`src/rtl/disp_cfg_pkg.sv`:
```
package disp_cfg_pkg;
  localparam int unsigned CFG_W = 8;
  localparam int unsigned B_RUN   = 0;
  localparam int unsigned B_LOCK  = 1;
  localparam int unsigned B_RATE  = 2;
  localparam int unsigned B_SPARE = 3;
  localparam int unsigned B_SYNC  = 4;
  localparam int unsigned B_CLR   = 5;
  localparam int unsigned B_MODE  = 6;
  localparam int unsigned B_PHASE = 7;

  typedef enum logic [1:0] {
    PS_OFF  = 2'd0,
    PS_WAKE = 2'd1,
    PS_RUN  = 2'd2,
    PS_STOP = 2'd3
  } pwr_state_e;
endpackage

```
`src/rtl/cfg_reg.sv`:
```
module cfg_reg
  import disp_cfg_pkg::*;
(
  input  logic             clk_i,
  input  logic             rst_ni,
  input  logic             we_i,
  input  logic [CFG_W-1:0] wdata_i,
  input  logic             blink_phase_i,
  output logic             run_sel_o,
  output logic             lock_o,
  output logic             rate_o,
  output logic             mode_o,
  output logic             clear_o,
  output logic             resync_o,
  output logic [CFG_W-1:0] rdata_o
);
  logic run_q, lock_q, rate_q, spare_q, mode_q, clr_q, sync_q;

  always_ff @(posedge clk_i or negedge rst_ni) begin
    if (!rst_ni) begin
      run_q   <= 1'b0;
      lock_q  <= 1'b0;
      rate_q  <= 1'b0;
      spare_q <= 1'b0;
      mode_q  <= 1'b0;
      clr_q   <= 1'b0;
      sync_q  <= 1'b0;
    end else begin
      clr_q  <= we_i & wdata_i[B_CLR];
      sync_q <= we_i & wdata_i[B_SYNC];
      if (we_i) begin
        run_q   <= wdata_i[B_RUN];
        lock_q  <= wdata_i[B_LOCK];
        rate_q  <= wdata_i[B_RATE];
        spare_q <= wdata_i[B_SPARE];
        mode_q  <= wdata_i[B_MODE];
      end
    end
  end

  assign run_sel_o = run_q;
  assign lock_o    = lock_q;
  assign rate_o    = rate_q;
  assign mode_o    = mode_q;
  assign clear_o   = clr_q;
  assign resync_o  = sync_q;
  // action bits read as zero; top bit is live phase
  assign rdata_o = {blink_phase_i, mode_q, 1'b0, 1'b0, spare_q, rate_q, lock_q, run_q};

  p_clear_one_shot_r4: assert property (@(posedge clk_i) disable iff (!rst_ni)
    clear_o |=> !clear_o);
  p_sync_one_shot_r4: assert property (@(posedge clk_i) disable iff (!rst_ni)
    resync_o |=> !resync_o);
  p_hold_value_r10: assert property (@(posedge clk_i) disable iff (!rst_ni)
    !we_i |=> $stable(rdata_o[6:0]));
endmodule

```
`src/rtl/lock_gate.sv`:
```
module lock_gate #(
  parameter int unsigned ADDR_W   = 8,
  parameter int unsigned N_LOCKED = 3,
  parameter logic [N_LOCKED*ADDR_W-1:0] LOCKED_LIST = {8'h03, 8'h0E, 8'h06},
  parameter logic [ADDR_W-1:0] CFG_ADDR = 8'h04
) (
  input  logic              wr_i,
  input  logic [ADDR_W-1:0] addr_i,
  input  logic              lock_i,
  output logic              cfg_we_o,
  output logic              wr_fwd_o
);
  logic [N_LOCKED-1:0] hit;

  for (genvar g = 0; g < N_LOCKED; g++) begin : g_hit
    assign hit[g] = (addr_i == LOCKED_LIST[g*ADDR_W +: ADDR_W]);
  end

  logic is_cfg;
  assign is_cfg   = (addr_i == CFG_ADDR);
  assign cfg_we_o = wr_i & is_cfg;
  assign wr_fwd_o = wr_i & ~is_cfg & ~(lock_i & |hit);

  always_comb begin
    a_fwd_excl_r8: assert (!(cfg_we_o && wr_fwd_o));
  end
endmodule

```
`src/rtl/pwr_seq.sv`:
```
module pwr_seq
  import disp_cfg_pkg::*;
(
  input  logic clk_i,
  input  logic rst_ni,
  input  logic run_sel_i,
  input  logic disp_test_i,
  input  logic period_end_i,
  input  logic cycle_end_i,
  output logic osc_run_o,
  output logic blank_o,
  output logic drive_hold_o
);
  pwr_state_e state_q, state_d;
  logic blank_q, blank_d, sd_req;

  assign sd_req = ~run_sel_i & ~disp_test_i;

  always_comb begin
    state_d = state_q;
    unique case (state_q)
      PS_OFF:  if (!sd_req) state_d = PS_WAKE;
      PS_WAKE: if (sd_req) state_d = PS_STOP;
               else if (cycle_end_i) state_d = PS_RUN;
      PS_RUN:  if (sd_req) state_d = PS_STOP;
      PS_STOP: if (!sd_req) state_d = blank_q ? PS_WAKE : PS_RUN;
               else if (period_end_i) state_d = PS_OFF;
      default: state_d = PS_OFF;
    endcase
  end

  always_comb begin
    blank_d = blank_q;
    if (state_d == PS_OFF) blank_d = 1'b1;
    else if (state_d == PS_RUN) blank_d = 1'b0;
  end

  always_ff @(posedge clk_i or negedge rst_ni) begin
    if (!rst_ni) begin
      state_q <= PS_OFF;
      blank_q <= 1'b1;
    end else begin
      state_q <= state_d;
      blank_q <= blank_d;
    end
  end

  assign osc_run_o    = (state_q != PS_OFF);
  assign drive_hold_o = (state_q == PS_OFF);
  assign blank_o      = blank_q;

  p_halt_at_period_r5: assert property (@(posedge clk_i) disable iff (!rst_ni)
    $fell(osc_run_o) |-> $past(period_end_i));
  p_halt_blanks_r5: assert property (@(posedge clk_i) disable iff (!rst_ni)
    !osc_run_o |-> blank_o && drive_hold_o);
  p_unblank_on_cycle_r6: assert property (@(posedge clk_i) disable iff (!rst_ni)
    $fell(blank_o) |-> $past(cycle_end_i));
  p_test_runs_r7: assert property (@(posedge clk_i) disable iff (!rst_ni)
    disp_test_i |=> osc_run_o);
endmodule

```
`src/rtl/disp_cfg_ctrl.sv`:
```
module disp_cfg_ctrl
  import disp_cfg_pkg::*;
#(
  parameter int unsigned ADDR_W   = 8,
  parameter int unsigned N_LOCKED = 3,
  parameter logic [N_LOCKED*ADDR_W-1:0] LOCKED_LIST = {8'h03, 8'h0E, 8'h06},
  parameter logic [ADDR_W-1:0] CFG_ADDR = 8'h04
) (
  input  logic              clk_i,
  input  logic              rst_ni,
  input  logic              wr_i,
  input  logic [ADDR_W-1:0] addr_i,
  input  logic [CFG_W-1:0]  wdata_i,
  input  logic              period_end_i,
  input  logic              cycle_end_i,
  input  logic              disp_test_i,
  input  logic              blink_phase_i,
  output logic [CFG_W-1:0]  cfg_rdata_o,
  output logic              wr_fwd_o,
  output logic              osc_run_o,
  output logic              blank_o,
  output logic              drive_hold_o,
  output logic              cfg_lock_o,
  output logic              blink_fast_o,
  output logic              mode_wide_o,
  output logic              resync_o,
  output logic              clear_o
);
  logic cfg_we, run_sel;

  lock_gate #(
    .ADDR_W(ADDR_W), .N_LOCKED(N_LOCKED),
    .LOCKED_LIST(LOCKED_LIST), .CFG_ADDR(CFG_ADDR)
  ) u_gate (
    .wr_i(wr_i), .addr_i(addr_i), .lock_i(cfg_lock_o),
    .cfg_we_o(cfg_we), .wr_fwd_o(wr_fwd_o)
  );

  cfg_reg u_reg (
    .clk_i(clk_i), .rst_ni(rst_ni), .we_i(cfg_we), .wdata_i(wdata_i),
    .blink_phase_i(blink_phase_i), .run_sel_o(run_sel), .lock_o(cfg_lock_o),
    .rate_o(blink_fast_o), .mode_o(mode_wide_o), .clear_o(clear_o),
    .resync_o(resync_o), .rdata_o(cfg_rdata_o)
  );

  pwr_seq u_seq (
    .clk_i(clk_i), .rst_ni(rst_ni), .run_sel_i(run_sel),
    .disp_test_i(disp_test_i), .period_end_i(period_end_i),
    .cycle_end_i(cycle_end_i), .osc_run_o(osc_run_o), .blank_o(blank_o),
    .drive_hold_o(drive_hold_o)
  );

  p_lock_flag_r8: assert property (@(posedge clk_i) disable iff (!rst_ni)
    (wr_i && addr_i == CFG_ADDR) |=> cfg_lock_o == $past(wdata_i[B_LOCK]));
endmodule

```
`config.mk`:
```
export PLATFORM = sky130hd
export DESIGN_NAME = disp_cfg_ctrl
export DESIGN_NICKNAME = d
export VERILOG_FILES = /design/src/rtl/disp_cfg_pkg.sv /design/src/rtl/cfg_reg.sv /design/src/rtl/lock_gate.sv /design/src/rtl/pwr_seq.sv /design/src/rtl/disp_cfg_ctrl.sv
export SDC_FILE = /design/constraint.sdc
export NUM_CORES = 1
export LEC_CHECK = 0
export BUFFER_PORTS_ARGS = -buffer_cell sky130_fd_sc_hd__buf_2
export CAP_MARGIN = 0
export CELL_PAD_IN_SITES_DETAIL_PLACEMENT = 1
export CELL_PAD_IN_SITES_GLOBAL_PLACEMENT = 1
export CORE_ASPECT_RATIO = 0.7
export CORE_UTILIZATION = 31
export CTS_BUF_LIST = sky130_fd_sc_hd__clkbuf_16
export DETAILED_ROUTE_END_ITERATION = 7
export MAX_ROUTING_LAYER = met4
export PLACE_DENSITY = 0.85
export SYNTH_ARGS = -nofsm -noshare
export SYNTH_HDL_FRONTEND = slang
export SYNTH_HIERARCHICAL = 1
export SYNTH_SLANG_ARGS = --single-unit
```
`constraint.sdc`:
```
create_clock -name clk_i -period 3.1 [get_ports clk_i]
set_clock_uncertainty 0.1 [all_clocks]
set_input_delay 0.93 -clock clk_i [delete_from_list [all_inputs] [get_ports clk_i]]
set_output_delay 0.93 -clock clk_i [all_outputs]
set_load 0.1 [all_outputs]
```
* Word level (Yosys, flattened, before mapping)
Index checks and enable logic that the tools add are counted.
** Cells by class
- Equal/unequal tests :: 8
- Multiplexer cells :: 10
- Bitwise logic cells :: 11
- Reductions and logical operators :: 5
** Operators with widths (count)
- 8-bit by 3-bit == test with 1-bit output, second input constant :: 2
- 2-bit two-way mux :: 7
- 8-bit by 2-bit == test with 1-bit output, second input constant :: 1
- 8-bit by 4-bit == test with 1-bit output, second input constant :: 1
- 2-bit case mux with 4 select lines :: 1
- 1-bit bitwise AND :: 7
- 2-bit == test, second input constant :: 3
- 2-bit logical NOT :: 2
- 1-bit NOT :: 4
- 2-bit nonzero test :: 2
- 3-bit OR reduction :: 1
- 2-bit by 1-bit == test with 1-bit output, second input constant :: 1
- 1-bit two-way mux :: 2
** Storage, ports and cells
- Bits in registers :: 10
- Input port bits :: 23
- Output and inout bits :: 17
- Logic and storage cells :: 43

* Depth between registers and ports, before layout
- Depth in word-level cells :: 7
- Depth in mapped cells :: 5
- Gate-level depth less buffers :: 4

* Hierarchy
The synthesis kept the hierarchy.
** By module, submodules not included
- cfg_reg :: instances 1, cells an instance 24, area each 340.3 um2
- pwr_seq :: instances 1, cells an instance 25, area each 220.2 um2
- lock_gate :: instances 1, cells an instance 10, area each 72.6 um2

* Worst setup path after synthesis
Ideal clock, no wire load.
- Path type :: input-to-output
- Start :: in addr_i[1]
- End :: out wr_fwd_o
- Arrival :: 2.586 ns
- Setup slack :: -0.516 ns
- Stages on the path :: 4
- Path through :: nor2_1 > a21oi_1 > o21ai_1 > a21boi_1
** Between the ends
- Longest elaborated chain between the ends :: 5
- Elaborated cells on any way between the ends :: 10
- Classes of those cells :: eq/ne: 4; bitwise: 5; reduce/logical: 1
** RTL lines
- start: declaration :: line disp_cfg_ctrl.sv:12 : input logic [ADDR_W-1:0] addr_i,
- 8-bit by 3-bit == test with 1-bit output (tied with other cells) :: line lock_gate.sv:16 : assign hit[g] = (addr_i == LOCKED_LIST[g*ADDR_W +: ADDR_W]);
- 3-bit OR reduction :: line lock_gate.sv:22 : assign wr_fwd_o = wr_i & ~is_cfg & ~(lock_i & |hit);
- 1-bit bitwise AND :: line lock_gate.sv:22
- 1-bit NOT :: line lock_gate.sv:22
- 1-bit bitwise AND (*) :: line lock_gate.sv:22
- end: declaration :: line disp_cfg_ctrl.sv:19 : output logic wr_fwd_o,
Mark *: on every way between the ends. The rest lies on a longest branch, timed or not.

* Worst setup path in the final report
- Start :: in addr_i[5]
- End :: out wr_fwd_o
The elaborated chain is that of the path after synthesis.

==> impl_metrics.yaml <==
timing:
  hold_viol: 0
  fin_crit_ns: 2.792
  setup_tns_ns: 0
  drv_slew: 0
  grt_setup_unrepaired: "false"
  fin_crit_sh: 0.9007
  fmax_mhz: 358.2
  finalSetupViolCount: 0
die:
  coreArea_sq_um: 1887
  chipWidth_um: 56.02
  die_h_um: 39.81
  dieArea_sq_um: 2230
  rows: 13
  ios: 40
  initial_utilization: 0.3355
final_layout:
  diodes: 0
  multi_input_area_sq_um: 302.8
  regArea_sq_um: 251.5
  final_common_cell: "buf_2"
  final_cell_mix: "33 x buf_2, 9 x dfrtp_1, 5 x mux2_4"
  fin_nets: 112
  drive_above_1_share: 0.5682
  syn2layout_area_growth_pct: 34.19
  fin_util: 0.4503
  num-fill-cells: 221
worst_setup_path:
  worstSetupPathType: "input port to output pin"
  timing.rr.start: "u_reg/run_sel_o$_DFFE_PN0P_"
  cp-start-kind: "input port"
  crit_end: "wr_fwd_o"
  cp_max_fo: 2
  r2r_slack_ns: 1.75
  cp-end-kind: "output pin"
  worstPathRequired_ns: 2.07
  startpoint: "addr_i[5]"
  arrival_ns: 1.76
  reg2reg_depth: 3
  reg2reg_to: "u_seq/state_q[0]$_DFF_PN0_"
clock_network:
  clkSinkCount: 10
  clockBufferDepth: 2
  htreeDepth: 1
  cts_made_buffers: 3
  cts_tree: "built"
  holdBufCountCts: 0
  insertion_delay_ns: 0.24
  post-cts-setup-buffer-count: 0
  cts_resized: 0
  clk_pin_slew_ns: 0.04
  root_buffer: "clkbuf_16"
placed_design:
  port-buffer-count: 34
  gp_congestion: 0.6684
  place.detailed.hpwl_um: 1184
pwr:
  pwr-share-clk: 0.324
  leakagePower_nw: 0.4475
  pwr-share-comb: 0.402
  seq_power_share: 0.274
  swShare: 0.4534
  p_int_w: 0.0003975
  p_per_area_nw_per_um2: 855.8
  vdd_drop_max_mv: 0.3330
  p_sw_w: 0.0003296
synthesis:
  synth.avg_cell_area_sq_um: 10.73
  synth_flop_cell: "dfrtp_1"
  synth_top_area_frac: 0.3557
  yosysUniqueCellTypes: 31
  synth_top_area_cell: "dfrtp_1"
  netlist_instances: 59
  synth_area_leaders: "dfrtp_1 36%, mux2_4 12%, buf_4 9.5%"
  yosys_warnings: 6
  ys_async_sr_fraction: 1.000
  ys_ff_latch: 10
  ys_seq_area_frac: 0.3972
  synth-edff-count: 0
  synthesis.area_sq_um: 633.1
global_routing:
  gr-total-overflow: 0
  grt_max_degree: 11
  track_usage: 0.1624
  grt_pass1_vias: 546
  antenna_found_initial: 0
  grt_pass1_wl_um: 2553
drt:
  vias_per_cell: 4.809
  drt-initial-drc-count: 3
  post-route-drc-count: 0
  vias: 529
  wl_per_cell_um: 15.37
  firstDrtPassIters: 4
  detail-route-antenna-nets: 0
  drt_wl_total_um: 1691
hold_path:
  hp-class: "flop to flop"
job:
  cap_violations: 0
outcome:
  status: "finished, final reports clean"
-- synth_stat cells (all sizes together), types with 2 or more instances --
cell type  number
and2            3
nor2            4
a21oi           3
or2             2
nand2           2
mux2            5
o21ai           3
buf            10
dfrtp           9
-- worst max-delay path: stages --
cell      delay, ns
buf_2          0.10
nor4_1         0.41
a21boi_2       0.13
buf_12         0.19
-- layout make-up --
type / count / share of cell area
clock buffers: 3 / 0.08837
clock inverters: 1 / 0.004418
inverters: 1 / 0.004418
multi-input cells: 39 / 0.3564
flip-flops and latches: 10 / 0.2960
well taps: 22 / 0.03240
repair buffers: 34 / 0.2180
-- power by group through the flow --
stage	logic, W	registers, W	clock network, W
4_1_cts	0.000293	0.000198	0.000238
6_report	0.000292	0.000200	0.000235
5_1_grt	0.000303	0.000204	0.000246
2_1_floorplan	0.000207	0.000247	0
3_5_place_dp	0.000290	0.000197	0
3_3_place_gp	0.000282	0.000196	0
-- stage by stage --
stage	cells	hold slack [ns]	worst slack (ns)	power [W]	area, sq um
final	110	0.4213	0.3080	0.0007271	849.6
after global routing	110	0.4234	0.2311	0.0007529	849.6
after CTS	110	0.4173	0.2923	0.0007285	849.6
after detailed placement	106	0.4073	0.3169	0.0004871	770.7
after global placement	106	0.3986	0.3682	0.0004780	770.7
after floorplan	60	0.3832	0.06739	0.0004537	640.6
-- kinds of logic after synthesis --
family                 Yosys count  synth area share
DFF                             10            0.3972
AOI/OAI and AO/OA               14            0.1483
other                            1          0.005923
muxes                            5            0.1186
and+or+nand+nor                 18            0.1937
buffers and inverters           11            0.1364
-- layer usage --
| layer | global-route usage | vias to the layer above | wire length (um) |
|---|---|---|---|
| met5 | - | - | 0 |
| met4 | 0.07317 | 0 | 11 |
| met3 | 0.02970 | 2 | 51 |
| met2 | 0.2887 | 15 | 904 |
| met1 | 0.1864 | 255 | 723 |
| li1 | - | 257 | - |
-- flip-flops by register name, summed over array words and instances, names as in the netlist --
signal / flops
u_reg/clear_o: 1
u_reg/lock_o: 1
u_reg/mode_o: 1
u_reg/rate_o: 1
u_reg/resync_o: 1
u_reg/run_sel_o: 1
u_reg/spare_q: 1
u_seq/blank_o: 1
u_seq/state_q: 2
-- worst min path at each step --
| stage | from | endpoint | slack, ns | cells past startpoint |
|---|---|---|---|---|
| after CTS | u_reg/spare_q$_DFFE_PN0P_ | u_reg/spare_q$_DFFE_PN0P_ | 0.42 | 1 |
| after global routing | u_reg/spare_q$_DFFE_PN0P_ | u_reg/spare_q$_DFFE_PN0P_ | 0.42 | 1 |
| after global placement | u_reg/spare_q$_DFFE_PN0P_ | u_reg/spare_q$_DFFE_PN0P_ | 0.40 | 1 |
| final | u_reg/spare_q$_DFFE_PN0P_ | u_reg/spare_q$_DFFE_PN0P_ | 0.42 | 1 |
| after floorplan | u_reg/spare_q$_DFFE_PN0P_ | u_reg/spare_q$_DFFE_PN0P_ | 0.38 | 1 |
| after detailed placement | u_reg/spare_q$_DFFE_PN0P_ | u_reg/spare_q$_DFFE_PN0P_ | 0.41 | 1 |
Power figures use the tool's default switching activity.
